--- config.mk ---
export PLATFORM = sky130hd
export DESIGN_NAME = pirq_router
export DESIGN_NICKNAME = d
export VERILOG_FILES = /design/src/rtl/pirq_router_pkg.sv /design/src/rtl/pirq_route_regs.sv /design/src/rtl/pirq_level_map.sv /design/src/rtl/pirq_route_query.sv /design/src/rtl/pirq_swizzle.sv /design/src/rtl/pirq_router.sv
export SDC_FILE = /design/constraint.sdc
export NUM_CORES = 1
export LEC_CHECK = 0
export CAP_MARGIN = 20
export CORE_ASPECT_RATIO = 1.4
export CORE_UTILIZATION = 55
export CTS_BUF_LIST = sky130_fd_sc_hd__clkbuf_4
export CTS_CLUSTER_SIZE = 24
export DETAILED_ROUTE_END_ITERATION = 7
export DONT_BUFFER_PORTS = 1
export PLACE_DENSITY_LB_ADDON = 0.08
export SLEW_MARGIN = 20
export SYNTH_ARGS = -nofsm -noshare
export SYNTH_HDL_FRONTEND = slang
export SYNTH_SLANG_ARGS = --single-unit
--- constraint.sdc ---
create_clock -name clk -period 1.3 [get_ports clk]
set_clock_uncertainty 0.15 [all_clocks]
set_input_delay 0.065 -clock clk [delete_from_list [all_inputs] [get_ports clk]]
set_output_delay 0.065 -clock clk [all_outputs]
set_load 0.02 [all_outputs]
--- src/rtl/pirq_router_pkg.sv ---
package pirq_router_pkg;

   localparam int unsigned BYTE_W = 8;

   function automatic bit is_pow2(input int unsigned n);
      return (n != 0) && ((n & (n - 1)) == 0);
   endfunction

endpackage

--- src/rtl/pirq_route_regs.sv ---
module pirq_route_regs
   import pirq_router_pkg::*;
#(
   parameter int unsigned NUM_LINES  = 4,
   parameter int unsigned ROUTE_W    = 8,
   parameter int unsigned CFG_AW     = 8,
   parameter int unsigned CFG_DW     = 32,
   parameter int unsigned ROUTE_BASE = 32'h60,
   parameter logic [ROUTE_W-1:0] ROUTE_RST = 8'h80
) (
   input  logic                          clk,
   input  logic                          rst_n,
   input  logic                          wr_en,
   input  logic [CFG_AW-1:0]             addr,
   input  logic [CFG_DW-1:0]             wdata,
   input  logic [CFG_DW/BYTE_W-1:0]      be,
   output logic [NUM_LINES*ROUTE_W-1:0]  routes_o
);
   localparam int unsigned BE_W   = CFG_DW / BYTE_W;
   localparam int unsigned LANE_W = $clog2(BE_W);
   localparam int unsigned WIDX_W = CFG_AW - LANE_W;

   logic [WIDX_W-1:0] word_idx;
   logic              unused_lane_bits;

   assign word_idx         = addr[CFG_AW-1:LANE_W];
   assign unused_lane_bits = ^addr[LANE_W-1:0];

   for (genvar gi = 0; gi < NUM_LINES; gi++) begin : g_route
      localparam int unsigned      BYTE_ADDR = ROUTE_BASE + gi;
      localparam int unsigned      LANE      = BYTE_ADDR % BE_W;
      localparam logic [WIDX_W-1:0] WORD     = WIDX_W'(BYTE_ADDR / BE_W);

      logic               hit;
      logic [ROUTE_W-1:0] route_q;

      assign hit = wr_en && (word_idx == WORD) && be[LANE];

      always_ff @(posedge clk or negedge rst_n) begin
         if (!rst_n) begin
            route_q <= ROUTE_RST;
         end else if (hit) begin
            route_q <= wdata[LANE*BYTE_W +: ROUTE_W];
         end
      end

      assign routes_o[gi*ROUTE_W +: ROUTE_W] = route_q;
   end

endmodule

--- src/rtl/pirq_level_map.sv ---
module pirq_level_map #(
   parameter int unsigned NUM_LINES = 4,
   parameter int unsigned NUM_IRQS  = 16,
   parameter int unsigned ROUTE_W   = 8
) (
   input  logic                          clk,
   input  logic                          rst_n,
   input  logic [NUM_LINES*ROUTE_W-1:0]  routes_i,
   input  logic [NUM_LINES-1:0]          lines_i,
   output logic [NUM_IRQS-1:0]           irq_o
);
   localparam int unsigned MAP_W = NUM_LINES * NUM_IRQS;

   // bit (irq * NUM_LINES + line) is set when that line is high and steered to irq
   logic [MAP_W-1:0] map_d;
   logic [MAP_W-1:0] map_q;

   always_comb begin
      for (int j = 0; j < NUM_IRQS; j++) begin
         for (int i = 0; i < NUM_LINES; i++) begin
            map_d[j*NUM_LINES + i] = lines_i[i] &&
               (routes_i[i*ROUTE_W +: ROUTE_W] == ROUTE_W'(j));
         end
      end
   end

   // full rebuild each cycle: no stale bit survives a reroute
   always_ff @(posedge clk or negedge rst_n) begin
      if (!rst_n) begin
         map_q <= '0;
      end else begin
         map_q <= map_d;
      end
   end

   for (genvar gj = 0; gj < NUM_IRQS; gj++) begin : g_or
      assign irq_o[gj] = |map_q[gj*NUM_LINES +: NUM_LINES];
   end

endmodule

--- src/rtl/pirq_route_query.sv ---
module pirq_route_query #(
   parameter int unsigned NUM_LINES = 4,
   parameter int unsigned NUM_IRQS  = 16,
   parameter int unsigned ROUTE_W   = 8,
   localparam int unsigned LINE_W   = $clog2(NUM_LINES),
   localparam int unsigned IRQ_W    = $clog2(NUM_IRQS)
) (
   input  logic [NUM_LINES*ROUTE_W-1:0]  routes_i,
   input  logic [LINE_W-1:0]             pin_i,
   output logic                          en_o,
   output logic [IRQ_W-1:0]              irq_o
);
   logic [ROUTE_W-1:0] sel;

   assign sel   = routes_i[pin_i*ROUTE_W +: ROUTE_W];
   assign en_o  = {1'b0, sel} < (ROUTE_W+1)'(NUM_IRQS);
   assign irq_o = en_o ? sel[IRQ_W-1:0] : '1;

endmodule

--- src/rtl/pirq_swizzle.sv ---
module pirq_swizzle #(
   parameter int unsigned NUM_LINES = 4,
   parameter int unsigned DEVFN_W   = 8,
   parameter int unsigned FUNC_W    = 3,
   localparam int unsigned LINE_W   = $clog2(NUM_LINES)
) (
   input  logic [DEVFN_W-1:0] devfn_i,
   input  logic [LINE_W-1:0]  intx_i,
   output logic [LINE_W-1:0]  pirq_o
);
   logic [DEVFN_W-FUNC_W-1:0] slot;
   logic                      unused_devfn_bits;

   assign slot = devfn_i[DEVFN_W-1:FUNC_W];

   if (DEVFN_W - FUNC_W > LINE_W) begin : g_wide_slot
      assign unused_devfn_bits = ^{devfn_i[FUNC_W-1:0], slot[DEVFN_W-FUNC_W-1:LINE_W]};
   end else begin : g_narrow_slot
      assign unused_devfn_bits = ^devfn_i[FUNC_W-1:0];
   end

   // modulo NUM_LINES by natural wrap of LINE_W bits
   assign pirq_o = intx_i + slot[LINE_W-1:0] - LINE_W'(1);

endmodule

--- src/rtl/pirq_router.sv ---
module pirq_router
   import pirq_router_pkg::*;
#(
   parameter int unsigned NUM_LINES  = 4,
   parameter int unsigned NUM_IRQS   = 16,
   parameter int unsigned ROUTE_W    = 8,
   parameter int unsigned CFG_AW     = 8,
   parameter int unsigned CFG_DW     = 32,
   parameter int unsigned ROUTE_BASE = 32'h60,
   parameter logic [7:0]  ROUTE_RST  = 8'h80,
   parameter int unsigned DEVFN_W    = 8,
   parameter int unsigned FUNC_W     = 3,
   localparam int unsigned LINE_W    = $clog2(NUM_LINES),
   localparam int unsigned IRQ_W     = $clog2(NUM_IRQS),
   localparam int unsigned BE_W      = CFG_DW / BYTE_W
) (
   input  logic                  clk,
   input  logic                  rst_n,
   input  logic                  cfg_wr_en,
   input  logic [CFG_AW-1:0]     cfg_addr,
   input  logic [CFG_DW-1:0]     cfg_wdata,
   input  logic [BE_W-1:0]       cfg_be,
   input  logic [NUM_LINES-1:0]  pirq_in,
   output logic [NUM_IRQS-1:0]   irq_out,
   input  logic [LINE_W-1:0]     qry_pin,
   output logic                  qry_en,
   output logic [IRQ_W-1:0]      qry_irq,
   input  logic [DEVFN_W-1:0]    swz_devfn,
   input  logic [LINE_W-1:0]     swz_intx,
   output logic [LINE_W-1:0]     swz_pirq
);
   if (ROUTE_W != BYTE_W) begin : g_bad_route_w
      $error("steering registers must be one byte wide");
   end
   if (!is_pow2(NUM_LINES) || NUM_LINES < 2) begin : g_bad_lines
      $error("NUM_LINES must be a power of two, at least 2");
   end
   if (!is_pow2(NUM_IRQS) || NUM_IRQS > (1 << ROUTE_W)) begin : g_bad_irqs
      $error("NUM_IRQS must be a power of two that a steering byte can name");
   end
   if (!is_pow2(BE_W) || (CFG_DW % BYTE_W) != 0) begin : g_bad_dw
      $error("CFG_DW must be a power-of-two number of bytes");
   end
   if (ROUTE_BASE + NUM_LINES > (1 << CFG_AW)) begin : g_bad_base
      $error("steering registers fall outside the configuration space");
   end
   if (DEVFN_W <= FUNC_W) begin : g_bad_devfn
      $error("device/function number has no slot field");
   end

   logic [NUM_LINES*ROUTE_W-1:0] route_vec;

   pirq_route_regs #(
      .NUM_LINES (NUM_LINES),
      .ROUTE_W   (ROUTE_W),
      .CFG_AW    (CFG_AW),
      .CFG_DW    (CFG_DW),
      .ROUTE_BASE(ROUTE_BASE),
      .ROUTE_RST (ROUTE_W'(ROUTE_RST))
   ) regs_i (
      .clk     (clk),
      .rst_n   (rst_n),
      .wr_en   (cfg_wr_en),
      .addr    (cfg_addr),
      .wdata   (cfg_wdata),
      .be      (cfg_be),
      .routes_o(route_vec)
   );

   pirq_level_map #(
      .NUM_LINES(NUM_LINES),
      .NUM_IRQS (NUM_IRQS),
      .ROUTE_W  (ROUTE_W)
   ) map_i (
      .clk     (clk),
      .rst_n   (rst_n),
      .routes_i(route_vec),
      .lines_i (pirq_in),
      .irq_o   (irq_out)
   );

   pirq_route_query #(
      .NUM_LINES(NUM_LINES),
      .NUM_IRQS (NUM_IRQS),
      .ROUTE_W  (ROUTE_W)
   ) query_i (
      .routes_i(route_vec),
      .pin_i   (qry_pin),
      .en_o    (qry_en),
      .irq_o   (qry_irq)
   );

   pirq_swizzle #(
      .NUM_LINES(NUM_LINES),
      .DEVFN_W  (DEVFN_W),
      .FUNC_W   (FUNC_W)
   ) swz_i (
      .devfn_i(swz_devfn),
      .intx_i (swz_intx),
      .pirq_o (swz_pirq)
   );

endmodule

; After elaboration in Yosys (flattened, before gate mapping)
; Index checks and enable logic that the tools add are counted.
[op_classes]
add_sub_neg = 2
n_lt_le_gt_ge = 1
n_eq_ne = 61
shifts = 1
mux = 1
reduce_logical = 89
[ops]
columns = op, count
row1 = $eq 8x4->1 const B, 32
row2 = $eq 8x3->1 const B, 16
row3 = $logic_and 1x1->1, 69
row4 = $eq 8x2->1 const B, 8
row5 = $reduce_or 4->1, 16
row6 = $eq 8x1->1 const B, 4
row7 = $logic_not 8->1, 4
row8 = $shiftx 32x6->8, 1
row9 = $lt 8x5->1 const B, 1
row10 = $eq 6x5->1 const B, 1
row11 = $mux 4, 1
row12 = $add 2x2->2, 1
row13 = $sub 2x1->2 const B, 1
[totals]
reg_bits = 96
in_bits = 63
out_inout_bits = 23
wordCells = 160

; Longest topological paths before layout
[depth]
ltp_word = 3
mapped_depth = 4
mapped_depth_nobuf = 3

; Hierarchy
; Synthesis repeated with hierarchy kept, for this count alone.
[unflattened]
hier_cells = 283
area_unflattened_um2 = 4112.7
[by_module_without_submodules]
columns = module, n_inst, cells_each, area_each_um2, seq_area_each_um2
row1 = pirq_level_map, 1, 184, 2575.0, 1601.5
row2 = pirq_route_regs, 1, 71, 1244.9, 805.8
row3 = pirq_route_query, 1, 23, 245.2, 0.0
row4 = pirq_swizzle, 1, 5, 47.5, 0.0

; Least setup slack after synthesis
; No wires, ideal clock.
[synth_path]
path_kind = reg-to-output
start = register regs_i.g_route[3].route_q[7]
end = output qry_irq[0]
arrival_ns = 1.300
t_required_ns = 1.085
slack_ns = -0.215
path_stages_with_launch = 4
n_path_buf = 0
cell_sequence = dfstp_2 and3b_1 a22o_1 o21bai_1
[synth_between]
elab_chain_cells = 3
[synth_lines]
columns = element, line
row1 = from (decl), pirq_route_regs.sv:35  ; logic [ROUTE_W-1:0] route_q;
row2 = from (signal assigned), pirq_route_regs.sv:43  ; route_q <= wdata[LANE*BYTE_W +: ROUTE_W];
row3 = $shiftx 32x6->8, pirq_route_query.sv:15  ; assign sel = routes_i[pin_i*ROUTE_W +: ROUTE_W];
row4 = $lt 8x5->1, pirq_route_query.sv:16  ; assign en_o = {1'b0, sel} < (ROUTE_W+1)'(NUM_IRQS);
row5 = $mux 4, pirq_route_query.sv:17  ; assign irq_o = en_o ? sel[IRQ_W-1:0] : '1;
row6 = to (decl), pirq_router.sv:27  ; output logic [IRQ_W-1:0] qry_irq,
; Every way passes these cells.

; Worst setup path after layout
[layout_path]
start = register regs_i.g_route[3].route_q[7]
end = output qry_irq[2]
; The elaborated chain is that of the path after synthesis.

==> results.md <==
* Drt total wl at 9.87 mm
* DP Cell Count at 376
* Yosys reg bits at 96
* Relative slew slack at 68.3%
* First-pass GRT wire length at 14.8 mm
* Max IR drop VDD at 1.04 mV
* Crit path DAT at 1.73 ns
* Initial antenna violation count at 0
* CTS tree: built
* Slew Limit Fails at 0
* Core box area at 6570 sq um
* Number of non-filler instances in the completed layout at 440
* Syn Nets at 351
* LEAKAGE at 0.00244 uW
* Global route overflow at 0
* Initial core utilization at 57.1%
* Worst min-delay path class: input port to asynchronous set/reset pin
* TritonCTS buffer count at 9
* Layout cells sized above 1 at 52.5%
* Root buf cell: clkbuf_4
* Endpoints failing setup at 82
* Failing checks: hold timing, setup timing
* Endpoint class of the critical path: primary output
* DR DRC count at 0
* Dpl hpwl at 5.88 mm
* Register share of total power at 51.2%
* Outcome: finished, violations left
* Critical path class: flip-flop to primary output
* Via count at 2715
* Worst-Margin Slew at 0.471 ns
* Largest net degree at the start of global routing at 97
* Die Wd at 71.8 um
* Post-route worst setup slack at -0.643 ns
* Area grow syn2layout at 43.6%
* Clock share of power at 28.8%
* Final core occ at 82.0%
* Routed WL per cell at 22.4 um
* Die area at 7160 sq um
* Share of the clock period used by the worst path at 149%
* Comb pwr share at 20.0%
* DR pass1 iterations at 4
* Number of port buffers at 0
* N_diodes at 0
* Synth Cell Area at 3750 sq um
* CTS max path bufs at 2
* Clk sinks at 96
* Post-Synthesis Cells at 287
* Post-synthesis sequential area ratio at 64.2%
* Final hold vios at 128
* Worst hold slack at -0.855 ns
* Vias in the first global route at 2860
* Total GRT Usage at 28.8%
* Number of synthesized flops with an enable pin at 0
* Die Span Y at 99.7 um
* Max cap viols at 0
* Fmax achieved at 515 MHz
* CP Max Fanout at 5
* Clock Pin Slew Worst Setup and Hold Paths at 0.15 ns
* NumNets Final at 425
* Async set-reset flop share out of synthesis at 100%
* RSZ-0062 raised after global routing: yes
* Avg Cell Area, Syn at 13.1 sq um
* PwrDens at 1160 nW/um^2
* CTS H-Tree Depth at 3
* Synth cell types at 31
* CP Launch Type: flip-flop
* GPL Wtd Cong at 0.814
* Sw frac at 28.2%
* Post-DRT Antenna Nets at 0
* Clock period minus worst slack at 1.94 ns
* Yosys warns at 0
* Clock latency on the worst-skew pair at 0.43 ns
* Via/cell ratio at 6.17
* Hold_buf cts at 40
* Main flop type after synthesis: dfrtp_1
* Ports at 86
* Psw at 1760 uW
* Internal at 4500 uW
* Placement row count at 35
* Req. time, crit path at 1.09 ns
* DRT iter0 DRCs at 159
## layout make-up
type                    instances  area (sq um)
clock inverters                 6          90.1
multi-input cells             170          1930
fillers                       350          1180
clock buffers                  10          75.1
well taps                      74          92.6
flip-flops and latches         96          2410
repair buffers                 77           759
inverters                       7          31.3
## path summary, 6_finish.rpt
| check | from | end | slack, ns | depth (start not counted) |
|---|---|---|---|---|
| worst min register to register | regs_i.g_route[1].route_q[5]$_DFFE_PN0P_ | regs_i.g_route[1].route_q[5]$_DFFE_PN0P_ | 0.40 | 1 |
| worst max register to register | regs_i.g_route[0].route_q[6]$_DFFE_PN0P_ | map_i.map_q[20]$_DFF_PN0_ | -0.17 | 6 |
| worst max-delay path | regs_i.g_route[3].route_q[7]$_DFFE_PN1P_ | qry_irq[2] | -0.64 | 3 |
| worst min-delay path | rst_n | map_i.map_q[59]$_DFF_PN0_ | -0.85 | 0 |
| min in group clk | cfg_addr[4] | regs_i.g_route[2].route_q[4]$_DFFE_PN0P_ | -0.12 | 3 |
| max in group asynchronous | rst_n | regs_i.g_route[2].route_q[7]$_DFFE_PN1P_ | 1.63 | 0 |
## registers in the layout, summed over array words and instances (netlist names)
signal,cells
regs_i.g_route.route_q,32
map_i.map_q,64
## cell families (layout without fill, tap and decap cells)
family | Yosys count | in the layout | synth area share, %
DFF | 96 | 96 | 64.2
muxes | 36 | 36 | 12.0
xor gates and xnor gates | 2 | 2 | 0.467
AOI/OAI and AO/OA | 6 | 6 | 1.27
and+or+nand+nor | 125 | 125 | 19.6
buffers and inverters | 21 | 100 | 2.17
adders and majority gates | 1 | 1 | 0.334
## power by group through the flow
stage          registers, uW  logic, uW  clock network (uW)
4_1_cts                 3200       1120                1810
3_5_place_dp            3250        751                   0
3_3_place_gp            3250        741                   0
2_1_floorplan           3220        517                   0
5_1_grt                 3220       1310                1940
6_report                3210       1250                1800
## cells in the mapped netlist (3+ instances only)
cell type,n,share of area [%]
or4_1,16,3.2
mux4_2,4,2.4
nor3_1,41,5.5
o21bai_1,4,0.80
clkbuf_1,11,1.1
mux2_2,31,9.3
dfstp_2,4,2.8
nand2b_1,6,1.0
nor4_1,10,1.7
nand4b_1,3,0.70
inv_1,7,0.70
dfrtp_1,92,61
nand2_1,8,0.80
nand3_1,3,0.40
nand3_2,4,1.1
nor2_1,19,1.9
nand3b_1,3,0.60
nor2b_1,3,0.50
## metal layers
layer  global-route usage (%)  vias up  part of all wire [%]
met1                     30.9     1369                    33
met3                     6.28       31                   6.4
met5                        0        -                     0
li1                         -     1187                     -
met4                     14.5        0                   4.6
met2                     52.4      128                    56
## critical path, cell delays in order (launching register included)
cell	delay (ns)
dfstp_2	0.55
and3b_1	0.18
a22o_4	0.30
o21bai_2	0.27
## what timing repair did
action / in CTS / in global routing
hold endpoints to repair: 192 / 128
pin swaps: 33 / 24
setup endpoints to repair: 81 / 85
resized for setup: 108 / 39
buffers inserted: 8 / 2
## layout by cell type, fill, tap and decap left out, types with 3 or more instances in the layout
cell type,Yosys,layout
nand4b_1,3,3
buf_4,0,21
nand2_1,8,5
nor2_4,0,4
o21bai_4,0,3
nor4_2,0,4
nor2_1,19,4
nand3b_1,3,3
dlygate4sd3_1,0,40
inv_1,7,6
nand3_2,4,4
nor3_2,0,18
nand2b_1,6,4
clkbuf_4,0,10
inv_6,0,3
nor3_4,1,22
dfstp_2,4,4
dfrtp_1,92,92
mux4_2,4,4
or4_4,0,16
mux2_2,31,31
nor2_2,0,11
buf_6,0,13
nor4_4,0,6
## metrics by stage
| stage | worst slack (ns) | instance area (sq um) | power, uW | setup TNS, ns |
|---|---|---|---|---|
| floorplan | -0.121 | 3790 | 3740 | -1.07 |
| global placement | -0.266 | 4040 | 3990 | -6.24 |
| detailed placement | -0.274 | 4040 | 4000 | -7.48 |
| CTS | -0.651 | 5190 | 6130 | -12.38 |
| global route | -0.708 | 5390 | 6470 | -18.10 |
| finish | -0.643 | 5390 | 6260 | -13.90 |
Note: power is estimated with default switching activity, not from simulation.
